--- src/rtl/link_pacer_pkg.sv ---
package link_pacer_pkg;
  localparam int CB_STREAM_EN  = 1;
  localparam int CB_HONOR_STOP = 4;
  localparam int CB_FORCE_STOP = 5;
  localparam int CB_ALLOW_REQ  = 6;
  localparam int CB_FORCE_REQ  = 7;
  localparam int CB_PATTERN    = 8;
  localparam int CB_GAP_EN     = 10;
  localparam int CB_REBOOT     = 11;
  localparam int CB_GAP_LSB    = 24;

  typedef enum logic {
    ST_BOUNDARY = 1'b0,
    ST_INPKT    = 1'b1
  } pkt_state_e;
endpackage

--- src/rtl/pacer_gap_timer.sv ---
module pacer_gap_timer #(
  parameter int CNT_W = 20,
  parameter int VAL_W = 8
) (
  input  logic             clk,
  input  logic             rst,
  input  logic             load,
  input  logic [VAL_W-1:0] load_val,
  output logic             idle
);
  localparam int SHIFT = CNT_W - VAL_W;

  logic [CNT_W-1:0] cnt_q;

  always_ff @(posedge clk) begin
    if (rst) begin
      cnt_q <= '0;
    end else if (load) begin
      cnt_q <= {load_val, {SHIFT{1'b0}}};
    end else if (cnt_q != '0) begin
      cnt_q <= cnt_q - 1'b1;
    end
  end

  assign idle = (cnt_q == '0);

  AST_GAP_STEPS: assert property (@(posedge clk) disable iff (rst)
    (!load && cnt_q != '0) |=> (cnt_q < $past(cnt_q)));
endmodule

--- src/rtl/pacer_pattern_gen.sv ---
module pacer_pattern_gen #(
  parameter int DATA_W = 32
) (
  input  logic              clk,
  input  logic              rst,
  input  logic              at_boundary,
  input  logic              advance,
  output logic [DATA_W-1:0] word
);
  localparam int NIB = DATA_W / 4;
  localparam logic [DATA_W-1:0] STEP = {NIB{4'h1}};

  logic [DATA_W-1:0] next_q;

  assign word = at_boundary ? STEP : next_q;

  always_ff @(posedge clk) begin
    if (rst) begin
      next_q <= STEP;
    end else if (advance) begin
      next_q <= word + STEP;
    end
  end
endmodule

--- src/rtl/pacer_ctrl_decode.sv ---
module pacer_ctrl_decode (
  input  logic clk,
  input  logic rst,
  input  logic reboot_bit,
  input  logic allow_req,
  input  logic force_req,
  input  logic local_stop,
  output logic reboot_pulse,
  output logic stop_out
);
  logic reboot_prev_q;

  always_ff @(posedge clk) begin
    if (rst) begin
      reboot_prev_q <= 1'b0;
      reboot_pulse  <= 1'b0;
      stop_out      <= 1'b0;
    end else begin
      reboot_prev_q <= reboot_bit;
      reboot_pulse  <= reboot_bit && !reboot_prev_q;
      stop_out      <= force_req || (allow_req && local_stop);
    end
  end

  AST_REBOOT_SINGLE: assert property (@(posedge clk) disable iff (rst)
    reboot_pulse |=> !reboot_pulse);
  AST_REBOOT_FROM_BIT: assert property (@(posedge clk) disable iff (rst)
    $rose(reboot_pulse) |-> $past(reboot_bit));
  AST_STOP_QUIET: assert property (@(posedge clk) disable iff (rst)
    (!force_req && !allow_req) |=> !stop_out);
endmodule

--- src/rtl/link_tx_pacer.sv ---
module link_tx_pacer
  import link_pacer_pkg::*;
#(
  parameter int DATA_W    = 32,
  parameter int GAP_CNT_W = 20,
  parameter int GAP_VAL_W = 8
) (
  input  logic              clk,
  input  logic              rst,
  input  logic [31:0]       ctrl_word,
  input  logic              remote_stop_in,
  input  logic              local_stop_req,
  input  logic              s_valid,
  input  logic [DATA_W-1:0] s_data,
  input  logic              s_last,
  output logic              s_ready,
  output logic              m_valid,
  output logic [DATA_W-1:0] m_data,
  output logic              m_last,
  input  logic              m_ready,
  output logic              stop_out,
  output logic              reboot_pulse
);
  localparam logic [DATA_W-1:0] STEP = {(DATA_W/4){4'h1}};

  pkt_state_e       state_q;
  logic             lat_pat_q;
  logic             lat_gap_en_q;
  logic [GAP_VAL_W-1:0] lat_gap_val_q;

  logic             in_pkt;
  logic             stop_hold;
  logic             gap_idle;
  logic             gate_open;
  logic             accept;
  logic             pat_sel;
  logic             gap_en_eff;
  logic [GAP_VAL_W-1:0] gap_val_eff;
  logic [DATA_W-1:0] pat_word;

  assign in_pkt    = (state_q == ST_INPKT);
  assign stop_hold = ctrl_word[CB_FORCE_STOP] ||
                     (ctrl_word[CB_HONOR_STOP] && remote_stop_in);
  assign gate_open = in_pkt ||
                     (ctrl_word[CB_STREAM_EN] && !stop_hold && gap_idle);

  assign s_ready = m_ready && gate_open;
  assign m_valid = s_valid && gate_open;
  assign accept  = s_valid && m_ready && gate_open;

  assign pat_sel     = in_pkt ? lat_pat_q    : ctrl_word[CB_PATTERN];
  assign gap_en_eff  = in_pkt ? lat_gap_en_q : ctrl_word[CB_GAP_EN];
  assign gap_val_eff = in_pkt ? lat_gap_val_q
                              : ctrl_word[CB_GAP_LSB +: GAP_VAL_W];

  assign m_data = pat_sel ? pat_word : s_data;
  assign m_last = s_last;

  always_ff @(posedge clk) begin
    if (rst) begin
      state_q       <= ST_BOUNDARY;
      lat_pat_q     <= 1'b0;
      lat_gap_en_q  <= 1'b0;
      lat_gap_val_q <= '0;
    end else if (accept) begin
      state_q <= s_last ? ST_BOUNDARY : ST_INPKT;
      if (!in_pkt) begin
        lat_pat_q     <= ctrl_word[CB_PATTERN];
        lat_gap_en_q  <= ctrl_word[CB_GAP_EN];
        lat_gap_val_q <= ctrl_word[CB_GAP_LSB +: GAP_VAL_W];
      end
    end
  end

  pacer_gap_timer #(
    .CNT_W (GAP_CNT_W),
    .VAL_W (GAP_VAL_W)
  ) i_gap (
    .clk      (clk),
    .rst      (rst),
    .load     (accept && s_last && gap_en_eff),
    .load_val (gap_val_eff),
    .idle     (gap_idle)
  );

  pacer_pattern_gen #(
    .DATA_W (DATA_W)
  ) i_pat (
    .clk         (clk),
    .rst         (rst),
    .at_boundary (!in_pkt),
    .advance     (accept),
    .word        (pat_word)
  );

  pacer_ctrl_decode i_dec (
    .clk          (clk),
    .rst          (rst),
    .reboot_bit   (ctrl_word[CB_REBOOT]),
    .allow_req    (ctrl_word[CB_ALLOW_REQ]),
    .force_req    (ctrl_word[CB_FORCE_REQ]),
    .local_stop   (local_stop_req),
    .reboot_pulse (reboot_pulse),
    .stop_out     (stop_out)
  );

  AST_CLOSED_WHEN_OFF: assert property (@(posedge clk) disable iff (rst)
    (!in_pkt && !ctrl_word[CB_STREAM_EN]) |-> (!m_valid && !s_ready));
  AST_PASS_DATA: assert property (@(posedge clk) disable iff (rst)
    (m_valid && !pat_sel) |-> (m_data == s_data && m_last == s_last));
  AST_PATTERN_FIRST: assert property (@(posedge clk) disable iff (rst)
    (!in_pkt && ctrl_word[CB_PATTERN] && m_valid) |-> (m_data == STEP));
  AST_GAP_HOLD: assert property (@(posedge clk) disable iff (rst)
    (!in_pkt && !gap_idle) |-> !s_ready);
  AST_STOP_HOLD: assert property (@(posedge clk) disable iff (rst)
    (!in_pkt && ctrl_word[CB_FORCE_STOP]) |-> !m_valid);
  AST_PKT_NOT_CUT: assert property (@(posedge clk) disable iff (rst)
    (in_pkt && m_ready) |-> s_ready);
endmodule

--- config.mk ---
export PLATFORM = sky130hd
export DESIGN_NAME = link_tx_pacer
export DESIGN_NICKNAME = d
export VERILOG_FILES = /design/src/rtl/link_pacer_pkg.sv /design/src/rtl/pacer_gap_timer.sv /design/src/rtl/pacer_pattern_gen.sv /design/src/rtl/pacer_ctrl_decode.sv /design/src/rtl/link_tx_pacer.sv
export SDC_FILE = /design/constraint.sdc
export NUM_CORES = 1
export LEC_CHECK = 0
export CAP_MARGIN = 20
export CORE_MARGIN = 2
export CORE_UTILIZATION = 44
export DETAILED_ROUTE_END_ITERATION = 8
export DONT_BUFFER_PORTS = 1
export GPL_ROUTABILITY_DRIVEN = 0
export PLACE_DENSITY = 0.57
export RECOVER_POWER = 25
export SLEW_MARGIN = 0
export SYNTH_ARGS = -nofsm -noshare
export SYNTH_HDL_FRONTEND = slang
export SYNTH_HIERARCHICAL = 1
export SYNTH_SLANG_ARGS = --single-unit
--- constraint.sdc ---
create_clock -name clk -period 3.25 [get_ports clk]
set_clock_uncertainty 0.05 [all_clocks]
set_input_delay 0.325 -clock clk [delete_from_list [all_inputs] [get_ports clk]]
set_output_delay 0.325 -clock clk [all_outputs]
set_load 0.05 [all_outputs]
[Word level (Yosys, flattened, before mapping)]
Index checks and enable logic that the tools add are counted.
Storage, ports and cells
  register bits after elaboration: 66
  output and inout port bits: 37
  logic and storage cells: 40
  input bits: 71
Cells by class
  mux-type cells: 8
  reduce and logical (&&, ||, !) cells: 20
  add/subtract/negate cells: 2
Operator list (count)
  $mux 32: 2
  $mux 20: 2
  $add 32x29->32 const B: 1
  $logic_not 20->1: 1
  $reduce_bool 20->1: 1
  $sub 20x1->20 const B: 1
  $logic_and 1x1->1: 11
  $mux 8: 1
  $logic_or 1x1->1: 3
  $mux 1: 3
  $logic_not 1->1: 2
  $reduce_bool 2->1: 1
  $reduce_or 2->1: 1

[Depth between registers and ports, before layout]
Gate-level depths: netlist of run 1.
  depth after elaboration: 10
  depth in mapped cells: 15
  mapped depth without buffers: 13

[Cells and area by module]
Netlist of run 1, hierarchy kept.
Modules (own cells, without submodules)
  pacer_pattern_gen: cells an instance 304, sequential area each 640.6 um2, area an instance 2272.2 um2, instances 1
  pacer_gap_timer: cells an instance 122, sequential area each 400.4 um2, area an instance 1083.5 um2, instances 1
  link_tx_pacer: cells an instance 105, sequential area each 220.2 um2, area an instance 1052.3 um2, instances 1
  pacer_ctrl_decode: cells an instance 7, sequential area each 60.1 um2, area an instance 96.3 um2, instances 1

[Worst setup path after synthesis of run 1]
No wires, ideal clock.
  path type: register -> output
  from: register i_gap.cnt_q[11]
  to: output m_valid
  stages on the path, launching flop included: 9
  required time: 2875 ps
  arrival time: 2646 ps
  path buffers: 1
  path slack: 229 ps
  cell sequence: dfxtp_1 > nor4_4 > and4b_1 > buf_4 > nand2_2 > inv_1 > nand3b_1 > nand2b_1 > a21boi_0
Between the ends
  longest elaborated chain between the ends: 4
Ends and longest elaborated chain
  start, declared: line pacer_gap_timer.sv:13  | logic [CNT_W-1:0] cnt_q;
  start signal, assigned: line pacer_gap_timer.sv:19  | cnt_q <= {load_val, {SHIFT{1'b0}}};
  start signal, assigned: line pacer_gap_timer.sv:21  | cnt_q <= cnt_q - 1'b1;
  $logic_not 20->1: line pacer_gap_timer.sv:25  | assign idle = (cnt_q == '0);
  net gap_idle: line link_tx_pacer.sv:33  | logic gap_idle;
  $logic_and 1x1->1: line link_tx_pacer.sv:45  | (ctrl_word[CB_STREAM_EN] && !stop_hold && gap_idle);
  $logic_or 1x1->1: line link_tx_pacer.sv:44  | assign gate_open = in_pkt ||
  $logic_and 1x1->1: line link_tx_pacer.sv:48  | assign m_valid = s_valid && gate_open;
  end, declared: line link_tx_pacer.sv:17  | output logic m_valid,
The timed path passes the listed nets, and every way through them passes these cells.

[Worst setup path in the final report of run 1]
  from: register i_gap.cnt_q[11]
  to: register i_pat.next_q[27]
Between the ends
  longest elaborated chain between the ends: 4
Ends and longest elaborated chain
  $logic_not 20->1: line pacer_gap_timer.sv:25
  net gap_idle: line link_tx_pacer.sv:33
  $logic_and 1x1->1: line link_tx_pacer.sv:45
  $logic_or 1x1->1: line link_tx_pacer.sv:44
  $logic_and 1x1->1: line link_tx_pacer.sv:49  | assign accept = s_valid && m_ready && gate_open;
  net accept: line link_tx_pacer.sv:35  | logic accept;
  end signal, assigned: line pacer_pattern_gen.sv:21  | next_q <= word + STEP;
  end, declared: line pacer_pattern_gen.sv:13  | logic [DATA_W-1:0] next_q;
The timed path passes the listed nets, and every way through them passes these cells.
A chain may end at the register's enable or synchronous reset.

==> key figures, run 1 <==
Floorplan
  – Boundary Pins: 108
  – Core ar.: 9864 um^2
  – Starting Density: 45.66%
  – Die width: 105.2 um
  – Die height: 105.2 um
  – Die area: 11,060 um^2
  – Rows: 36

Power
  – Comb power frac: 33.9%
  – Switching power: 980.5 uW
  – Clock share of power: 28.7%
  – Reg power frac: 37.4%
  – Switching Share: 35.48%
  – Internal: 1783 uW
  – Pleak: 0.001705 uW
  – Final Power: 2764 uW
  – Cell Pwr Density: 566.5 nW/um^2
  – Max rail drop VDD: 0.0004755 V

Critical path
  – Internal reg-to-reg setup slack: 0.23 ns
  – CP Capture Type: register
  – Worst Path Arrival: 3.21 ns
  – Crit path largest cell delay: 0.38 ns
  – CP cell instances: nor4_4 -> and4b_1 -> nand2_2 -> inv_1 -> nand3b_1 -> nand2b_1 -> a21oi_2 -> nand2_1 -> or3_1 -> nor4_2 -> a211oi_1 -> a2111oi_1
  – Setup crit start kind: register
  – Slowest cell on crit path: or3_1
  – Critical path class: reg -> reg
  – Worst-path maximum fanout: 6
  – Worst EP required: 3.43 ns

Finish
  – Area grow syn2layout: 8.306%
  – Ant. Diodes: 0
  – Final Non-Filler Cells: 667
  – Fin nets: 603
  – Fillers: 970
  – Fraction of layout instances using a drive strength above 1: 18.91%

Yosys
  – EDFF count, synth: 0
  – Synth cell types: 80
  – Ys async rst share: 0%
  – Top cells by count, synth: dfxtp_1, nor2_1, mux2_2
  – Syn Std Cell Area: 4504 um^2
  – Area contributors post-synth: dfxtp_1, mux2_2, nor2_1, a21oi_1, mux2i_1
  – Synth Area per Inst: 8.372 um^2
  – Biggest area consumer among synthesized cells: dfxtp_1
  – Synth Net Count: 612
  – Top cell type's share of synthesized area: 29.33%
  – Yosys reg bits: 66
  – Top-count cell post-synth: dfxtp_1
  – Total of warnings raised by yosys: 6
  – Register area share after synthesis: 29.33%
  – Ys flop type: dfxtp_1
  – Mapped Cells: 538

Detailed routing
  – Met2 WL: 5568 um
  – DR top layer: met4
  – Post-DR vias/cell: 5.703
  – Wire per inst: 16.43 um
  – Final ANT Viol Nets: 0
  – DR WL met3: 596 um
  – Wire length on met1: 4676 um
  – Vias post-DR: 3,804
  – Drt initial violations: 211
  – First drt pass iteration count: 5
  – DRC Markers: 0
  – Final Routed Wirelength: 10,960 um

CTS
  – Num CTS Buffers: 9
  – TritonCTS clock tree: yes
  – Clock root cell: clkbuf_8
  – Clock Tree Buf Depth: 2
  – Clk_lat worst skew: 0.34 ns
  – Clock sink count: 66
  – Clk pin slew, worst setup/hold paths: 0.08 ns
  – H-tree lvl count: 3
  – Post-CTS Setup Inserts: 0

Global routing
  – Total GRT Usage: 19.69%
  – Global-route wire length before repair: 17,760 um
  – GRT overflow: 0
  – Vias in the first global route: 3,599
  – Initial antenna violation count: 0
  – Largest net degree at the start of global routing: 63

STA
  – Final slew viol count: 0
  – Setup TNS: 0 ns
  – Final period util: 93.00%
  – Final setup viols: 0
  – Hold Fails Final Rpt: 0
  – Max-slew headroom: 54.10%
  – Worst-margin pin slew: 0.6712 ns
  – Min Tclk post-route: 3.023 ns
  – RSZ-0062 raised after global routing: no
  – Fmax: 330.8 MHz

Placement
  – Port Buffers: 0
  – Cell count after placement: 649
  – Hpwl dp: 7815 um

Status
  – Status: complete, no violations

Flow run
  – Max cap viols: 0

Worst hold path
  – Hold Crit Class: in -> reg
==> what timing repair did <==
item | 4_1_cts | 5_1_grt
hold buffers | 1 | 0
resized for setup | 0 | 2
endpoints found under the hold margin | 26 | 0
endpoints found under the setup margin | 0 | 1
==> stage by stage <==
stage | util (%) | hold WS, ns | cell area [um^2] | setup WS (ns)
after floorplan | - | 0.3431 | 4504 | 0.2291
after global routing | 49.45 | 0.02665 | 4878 | 0.03652
after CTS | 49.26 | 0.02383 | 4860 | 0.1741
after detailed placement | 46.87 | 0.3500 | 4623 | 0.2080
final | 49.45 | 0.04138 | 4878 | 0.2274
after global placement | 46.87 | 0.3516 | 4623 | 0.2215
==> worst paths after layout <==
kind,depth (start not counted),end,startpoint
hold / removal,1,in_pkt,s_last
hold reg to reg,1,i_dec/reboot_pulse,i_dec/reboot_prev_q
setup reg to reg,12,i_pat/next_q[27],i_gap/cnt_q[11]
setup / recovery,12,i_pat/next_q[27],i_gap/cnt_q[11]
==> area by class of cell <==
| cell class | count | area [um^2] | area share, % |
|---|---|---|---|
| timing repair buffer | 15 | 160.2 | 3.283 |
| inverter | 17 | 63.81 | 1.308 |
| sequential | 66 | 1321 | 27.08 |
| clock inverter | 6 | 88.84 | 1.821 |
| tap | 133 | 166.4 | 3.411 |
| clock buffer | 10 | 137.6 | 2.821 |
| multi-input combinational | 420 | 2940 | 60.27 |
==> worst max-delay path: cells and delay by family (launching register included) <==
family                 cells  cell delay [ns]
DFF                        1             0.37
buffers and inverters      1             0.09
AOI/OAI and AO/OA          3             0.66
and+or+nand+nor            8             1.75
==> cell usage in the layout (no fill, tap or decap), types with 3 or more instances in the layout <==
cell and count:
dfxtp_1 66, nor2_1 54, mux2_2 38, nand2_1 37
a21oi_1 34, o21ai_0 29, nand2b_1 22, nor2b_1 21
mux2i_1 16, inv_1 16, xnor2_1 13, nand3_1 11
clkbuf_8 10, buf_4 9, and3_1 8, or2_2 8
nand4_1 7, nand3b_1 6, nor3_1 6, a311oi_1 6
and4b_1 5, xor2_1 5, or3_1 5, a211oi_1 5
a22oi_1 5, o211ai_1 4, ha_1 3, o31ai_1 3
o21a_1 3
==> cell families (layout without fill, tap and decap cells) <==
logic type / count (synthesis) / count (layout) / synth area share [%]
compound gates: 120 / 120 / 18.06
mux: 57 / 57 / 13.86
flops: 66 / 66 / 29.33
xor+xnor: 18 / 18 / 3.500
buf+inv: 52 / 48 / 5.611
simple gates: 222 / 222 / 28.81
fa+ha+maj: 3 / 3 / 0.8334
==> registers in the layout, indices dropped and copies added, names as in the netlist <==
name                 cells
i_dec/stop_out           1
lat_gap_val_q            8
i_pat/next_q            32
lat_gap_en_q             1
lat_pat_q                1
i_dec/reboot_prev_q      1
i_dec/reboot_pulse       1
i_gap/cnt_q             20
in_pkt                   1
==> power by group through the flow <==
stage,Combinational (uW),Clock (uW),Sequential [uW]
finish,937,793,1030
global route,1060,846,1050
CTS,944,817,1030
detailed placement,930,0,1050
global placement,925,0,1050
floorplan,814,0,1030
==> routing by layer <==
layer  up-vias  GRT usage [%]
li1       1916              -
met1      1775          24.40
met2        99          33.55
met3        14          5.552
met4         0          4.857
met5         -              0
Power figures use the tool's default switching activity.
==> run 2, diff against run 1 <==
- PLACE_DENSITY: 0.57 -> 0.59
- clock period: 3.25 -> 2.7 ns (I/O delays scaled with it)
==> run 2 against run 1 <==
Against the previous run:
- largest cell class unchanged
- via count up 4.8%
- clock power up 22%
- critical path type unchanged
- flip-flop and latch count stayed put
- combinational power up 56%
- final area increased by 6.3%
- maximum frequency is 20% higher
- wire length is 5.5% higher
- core utilization grew 3.1 points
- sequential share of layout area down 1.5 points
- global-route usage rose by 0.96 points
==> key figures, run 2 (synthesis gave the netlist of run 1 again) <==
Power
  – Switching power: 1318 uW
  – Clock share of power: 26.5%
  – Max rail drop VDD: 0.0005241 V
  – Cell Pwr Density: 705.1 nW/um^2
  – Switching Share: 36.07%
  – Reg power frac: 33.7%
  – Comb power frac: 39.8%
  – Internal: 2336 uW
  – Pleak: 0.001882 uW

Finish
  – Fraction of layout instances using a drive strength above 1: 25.18%
  – Commonest cells after routing, fill and taps aside: dfxtp_1, nor2_1, mux2_2
  – Biggest regs: i_pat/next_q x32, i_gap/cnt_q x20, lat_gap_val_q x8
  – Fin nets: 633
  – Max FFs per register: 32
  – Largest Register: i_pat/next_q
  – Area grow syn2layout: 15.08%
  – Most common library cell in the layout ignoring fill and taps: dfxtp_1
  – Ant. Diodes: 0

Critical path
  – Worst EP required: 2.90 ns
  – CP cell instances: nor4_4 -> and4b_1 -> nand2_2 -> inv_2 -> nand3b_1 -> nand2b_4 -> a21oi_4 -> buf_6 -> inv_1 -> nor2_1 -> and3_1 -> a22oi_1 -> a311oi_1
  – Setup crit start kind: register
  – Worst Path Arrival: 2.72 ns
  – Crit path largest cell delay: 0.35 ns
  – Critical path class: reg -> reg
  – CP Capture Type: register
  – Worst-path maximum fanout: 21
  – Slowest cell on crit path: dfxtp_2

CTS
  – Clock Tree Buf Depth: 2
  – Clock root cell: clkbuf_8
  – Clk_lat worst skew: 0.35 ns
  – H-tree lvl count: 3
  – TritonCTS clock tree: yes
  – Clock sink count: 66
  – Num CTS Buffers: 9
  – Clk pin slew, worst setup/hold paths: 0.09 ns

Global routing
  – Global-route wire length before repair: 18,660 um
  – Vias in the first global route: 3,840
  – Total GRT Usage: 20.66%
  – Initial antenna violation count: 1
  – GRT overflow: 0
  – Largest net degree at the start of global routing: 33

Detailed routing
  – First drt pass iteration count: 4
  – Final Routed Wirelength: 11,560 um
  – Final ANT Viol Nets: 0
  – Wire per inst: 16.58 um
  – Drt initial violations: 139
  – DRC Markers: 0
  – Vias post-DR: 3,987
  – Post-DR vias/cell: 5.720

Worst hold path
  – Hold Crit Class: in -> reg

Status
  – Status: complete, no violations

STA
  – Fin Hold WS: 0.01598 ns
  – Fmax: 396.6 MHz
  – Final slew viol count: 0
  – Max-slew headroom: 65.16%
  – Hold Fails Final Rpt: 0
  – Worst-margin pin slew: 0.5225 ns
  – Final setup viols: 0
  – Final WS setup: 0.1784 ns
  – Min Tclk post-route: 2.522 ns
  – Final period util: 93.39%

Floorplan
  – Core ar.: 9864 um^2
  – Starting Density: 45.66%
  – Rows: 36
  – Die height: 105.2 um
  – Boundary Pins: 108
  – Die area: 11,060 um^2
  – Die width: 105.2 um

Placement
  – Dpl ws: -0.07137 ns
  – Port Buffers: 0
  – Hpwl dp: 8112 um

Flow run
  – Max cap viols: 0
run 2: cell types whose count changed in the layout (fill, tap and decap cells not counted), sizes merged:
cell,delta
buf,+26
dlygate4sd3,+3
inv,+1
run 2: worst max-delay path: cells and delay by family, from the launching register on:
kind,cells,cell delay (ns)
AOI/OAI and AO/OA,3,0.49
buffers and inverters,3,0.34
DFF,1,0.35
and+or+nand+nor,7,1.18
run 2: final timing paths:
kind	startpoint	endpoint	slack, ns	cells past startpoint
worst min register to register	i_dec/reboot_prev_q	i_dec/reboot_pulse	0.39	1
worst min-delay path	ctrl_word[30]	lat_gap_val_q[6]	0.02	2
worst max-delay path	i_gap/cnt_q[17]	i_pat/next_q[19]	0.18	13
worst max register to register	i_gap/cnt_q[17]	i_pat/next_q[19]	0.18	13
run 2: power groups by stage:
stage / Clock [uW] / Combinational [uW] / Sequential [uW]
2_1_floorplan: 0 / 981 / 1240
3_5_place_dp: 0 / 1370 / 1240
6_report: 967 / 1460 / 1230
4_1_cts: 995 / 1420 / 1220
3_3_place_gp: 0 / 1350 / 1230
5_1_grt: 1030 / 1610 / 1250
run 2: layer usage:
layer	part of all wire, %	wire length (um)	vias up	track usage (%)
met5	0.11	13	-	0
met4	1.2	142	2	6.000
met3	5.2	600	17	4.866
met2	51	5892	110	36.13
met1	42	4908	1885	25.03
li1	-	-	1973	-
run 2: stage by stage:
| step | util, % | setup TNS (ns) | power (uW) | cell area, um^2 | std cells |
|---|---|---|---|---|---|
| after detailed placement | 48.64 | -0.07137 | 2607 | 4798 | 670 |
| after CTS | 52.05 | 0 | 3633 | 5135 | 695 |
| after global routing | 52.55 | -0.002493 | 3887 | 5184 | 697 |
| after floorplan | - | -0.8113 | 2218 | 4546 | 538 |
| final | 52.55 | 0 | 3655 | 5184 | 697 |
| after global placement | 48.64 | 0 | 2580 | 4798 | 670 |
run 2: repair_timing:
item / in CTS / in global routing
resized for setup: 3 / 10
endpoints found under the setup margin: 2 / 5
hold endpoints to repair: 30 / 0
pin swaps: 5 / 9
setup buffers: 4 / 3
hold buffers: 5 / 0
gates cloned: 0 / 0
run 2: layout make-up:
type,instances,area [um^2]
tap,133,166.4
clock inverter,7,101.3
multi-input combinational,420,3027
sequential,66,1329
timing repair buffer,45,372.9
clock buffer,9,123.9
inverter,17,63.81
fill,947,4681
==> run 3, diff against run 2 <==
- CORE_MARGIN: 2 -> not set
- PLACE_DENSITY: 0.59 -> 0.72
==> run 3 against run 2 <==
Against the previous run:
- clock power decreased by 1%
- clock-buffer cell count unchanged
- combinational power about the same
- setup slack got worse by 0.043 ns
- worst hold slack got worse by 0.0030 ns
- via count increased by 2.5%
- maximum frequency decreased by 1.7%
- sequential power about the same
- largest cell class unchanged
- largest power group unchanged
==> key figures, run 3 (synthesis gave the netlist of run 1 again) <==
CTS
  – Clock Tree Buf Depth: 2
  – H-tree lvl count: 3
  – Clk_lat worst skew: 0.35 ns
  – Clock sink count: 66
  – Clk pin slew, worst setup/hold paths: 0.09 ns
  – Clock root cell: clkbuf_8
  – TritonCTS clock tree: yes
  – Num CTS Buffers: 9

Global routing
  – Largest net degree at the start of global routing: 46
  – GRT overflow: 0
  – Initial antenna violation count: 1
  – Vias in the first global route: 3,835
  – Global-route wire length before repair: 17,870 um
  – Total GRT Usage: 21.42%

Critical path
  – Worst EP required: 2.90 ns
  – Worst Path Arrival: 2.76 ns
  – Setup crit start kind: register
  – CP cell instances: nor4_4 -> and4b_1 -> nand2_2 -> inv_1 -> nand3b_1 -> nand2b_4 -> a21oi_4 -> nand2_2 -> or3_4 -> nor4_4 -> a211oi_2 -> a2111oi_2
  – Worst-path maximum fanout: 3
  – CP Capture Type: register
  – Slowest cell on crit path: dfxtp_4
  – Critical path class: reg -> reg
  – Crit path largest cell delay: 0.37 ns

Power
  – Cell Pwr Density: 713.1 nW/um^2
  – Final Power: 3666 uW
  – Max rail drop VDD: 0.0006010 V
  – Internal: 2335 uW
  – Clock share of power: 26.0%
  – Reg power frac: 33.8%
  – Switching Share: 36.32%
  – Comb power frac: 40.2%
  – Switching power: 1332 uW
  – Pleak: 0.001855 uW

Floorplan
  – Die area: 10,650 um^2
  – Die height: 103.2 um
  – Core ar.: 9864 um^2
  – Die width: 103.2 um
  – Rows: 36
  – Boundary Pins: 108
  – Starting Density: 45.66%

Finish
  – Ant. Diodes: 0
  – Register Area: 1326 um^2
  – Fillers: 901
  – Fraction of layout instances using a drive strength above 1: 24.60%
  – Commonest cells after routing, fill and taps aside: dfxtp_1, nor2_1, mux2_2
  – Largest Register: i_pat/next_q
  – Final Util: 52.12%
  – Multi-input gate area: 3037 um^2
  – Area grow syn2layout: 14.14%
  – Fin nets: 626
  – Most common library cell in the layout ignoring fill and taps: dfxtp_1
  – Biggest regs: i_pat/next_q x32, i_gap/cnt_q x20, lat_gap_val_q x8
  – Max FFs per register: 32

Detailed routing
  – Vias post-DR: 4,088
  – First drt pass iteration count: 5
  – DRC Markers: 0
  – Final ANT Viol Nets: 0
  – Wire per inst: 16.45 um
  – Drt initial violations: 154
  – Post-DR vias/cell: 5.925
  – Final Routed Wirelength: 11,350 um

Status
  – Status: complete, no violations

Flow run
  – Max cap viols: 0

STA
  – Final slew viol count: 0
  – Min Tclk post-route: 2.564 ns
  – Final period util: 94.97%
  – Fmax: 390.0 MHz
  – Final setup viols: 0
  – Hold Fails Final Rpt: 0
  – Max-slew headroom: 64.89%
  – Worst-margin pin slew: 0.5231 ns

Placement
  – Hpwl dp: 7956 um
  – Port Buffers: 0

Worst hold path
  – Hold Crit Class: in -> reg
run 3: critical path, delay by kind of cell, from the launching register on:
| family | cells | cell delay, ns |
|---|---|---|
| buffers and inverters | 1 | 0.05 |
| AOI/OAI and AO/OA | 3 | 0.48 |
| DFF | 1 | 0.37 |
| and+or+nand+nor | 8 | 1.53 |
run 3: final cells by class:
type	count	share of cell area [%]
multi-input combinational	420	59.07
inverter	17	1.241
clock inverter	7	1.971
tap	133	3.237
timing repair buffer	38	6.279
sequential	66	25.80
clock buffer	9	2.409
run 3: power groups by stage:
| stage | clock network, uW | logic, uW | registers (uW) |
|---|---|---|---|
| after CTS | 973 | 1410 | 1230 |
| after floorplan | 0 | 981 | 1240 |
| after detailed placement | 0 | 1330 | 1250 |
| after global routing | 1020 | 1600 | 1260 |
| final | 954 | 1470 | 1240 |
| after global placement | 0 | 1290 | 1240 |
run 3: final timing paths:
kind                            start            endpoint  slack [ns]  cells after the start
hold reg to reg   i_dec/reboot_prev_q  i_dec/reboot_pulse        0.39                      1
setup / recovery      i_gap/cnt_q[16]    i_pat/next_q[27]        0.14                     12
setup reg to reg      i_gap/cnt_q[16]    i_pat/next_q[27]        0.14                     12
hold / removal          ctrl_word[24]    lat_gap_val_q[0]        0.01                      2
run 3: repair_timing:
action,in CTS,in global routing
setup buffers,2,4
gates cloned,0,0
hold buffers,3,0
endpoints found under the setup margin,1,16
hold endpoints to repair,29,0
gates resized for setup,2,11
pin swaps,4,8
run 3: metal layers:
layer | up-vias | wire (um) | global-route usage, %
met5 | - | 13 | 0
met4 | 2 | 308 | 8.776
met2 | 142 | 5727 | 37.18
met3 | 35 | 765 | 5.175
met1 | 1948 | 4534 | 25.38
li1 | 1961 | - | -
run 3: stage by stage:
step | TNS (ns) | instances | cell area (um^2) | setup slack [ns] | hold slack, ns
2_1_floorplan | -0.8113 | 538 | 4546 | -0.2659 | 0.2881
3_3_place_gp | 0 | 665 | 4761 | 0.04027 | 0.2938
3_5_place_dp | -0.08076 | 665 | 4761 | -0.08076 | 0.2928
4_1_cts | 0 | 686 | 5052 | 0.008287 | 0.007134
5_1_grt | -0.1069 | 690 | 5141 | -0.06166 | 0.001162
6_report | 0 | 690 | 5141 | 0.1357 | 0.01302
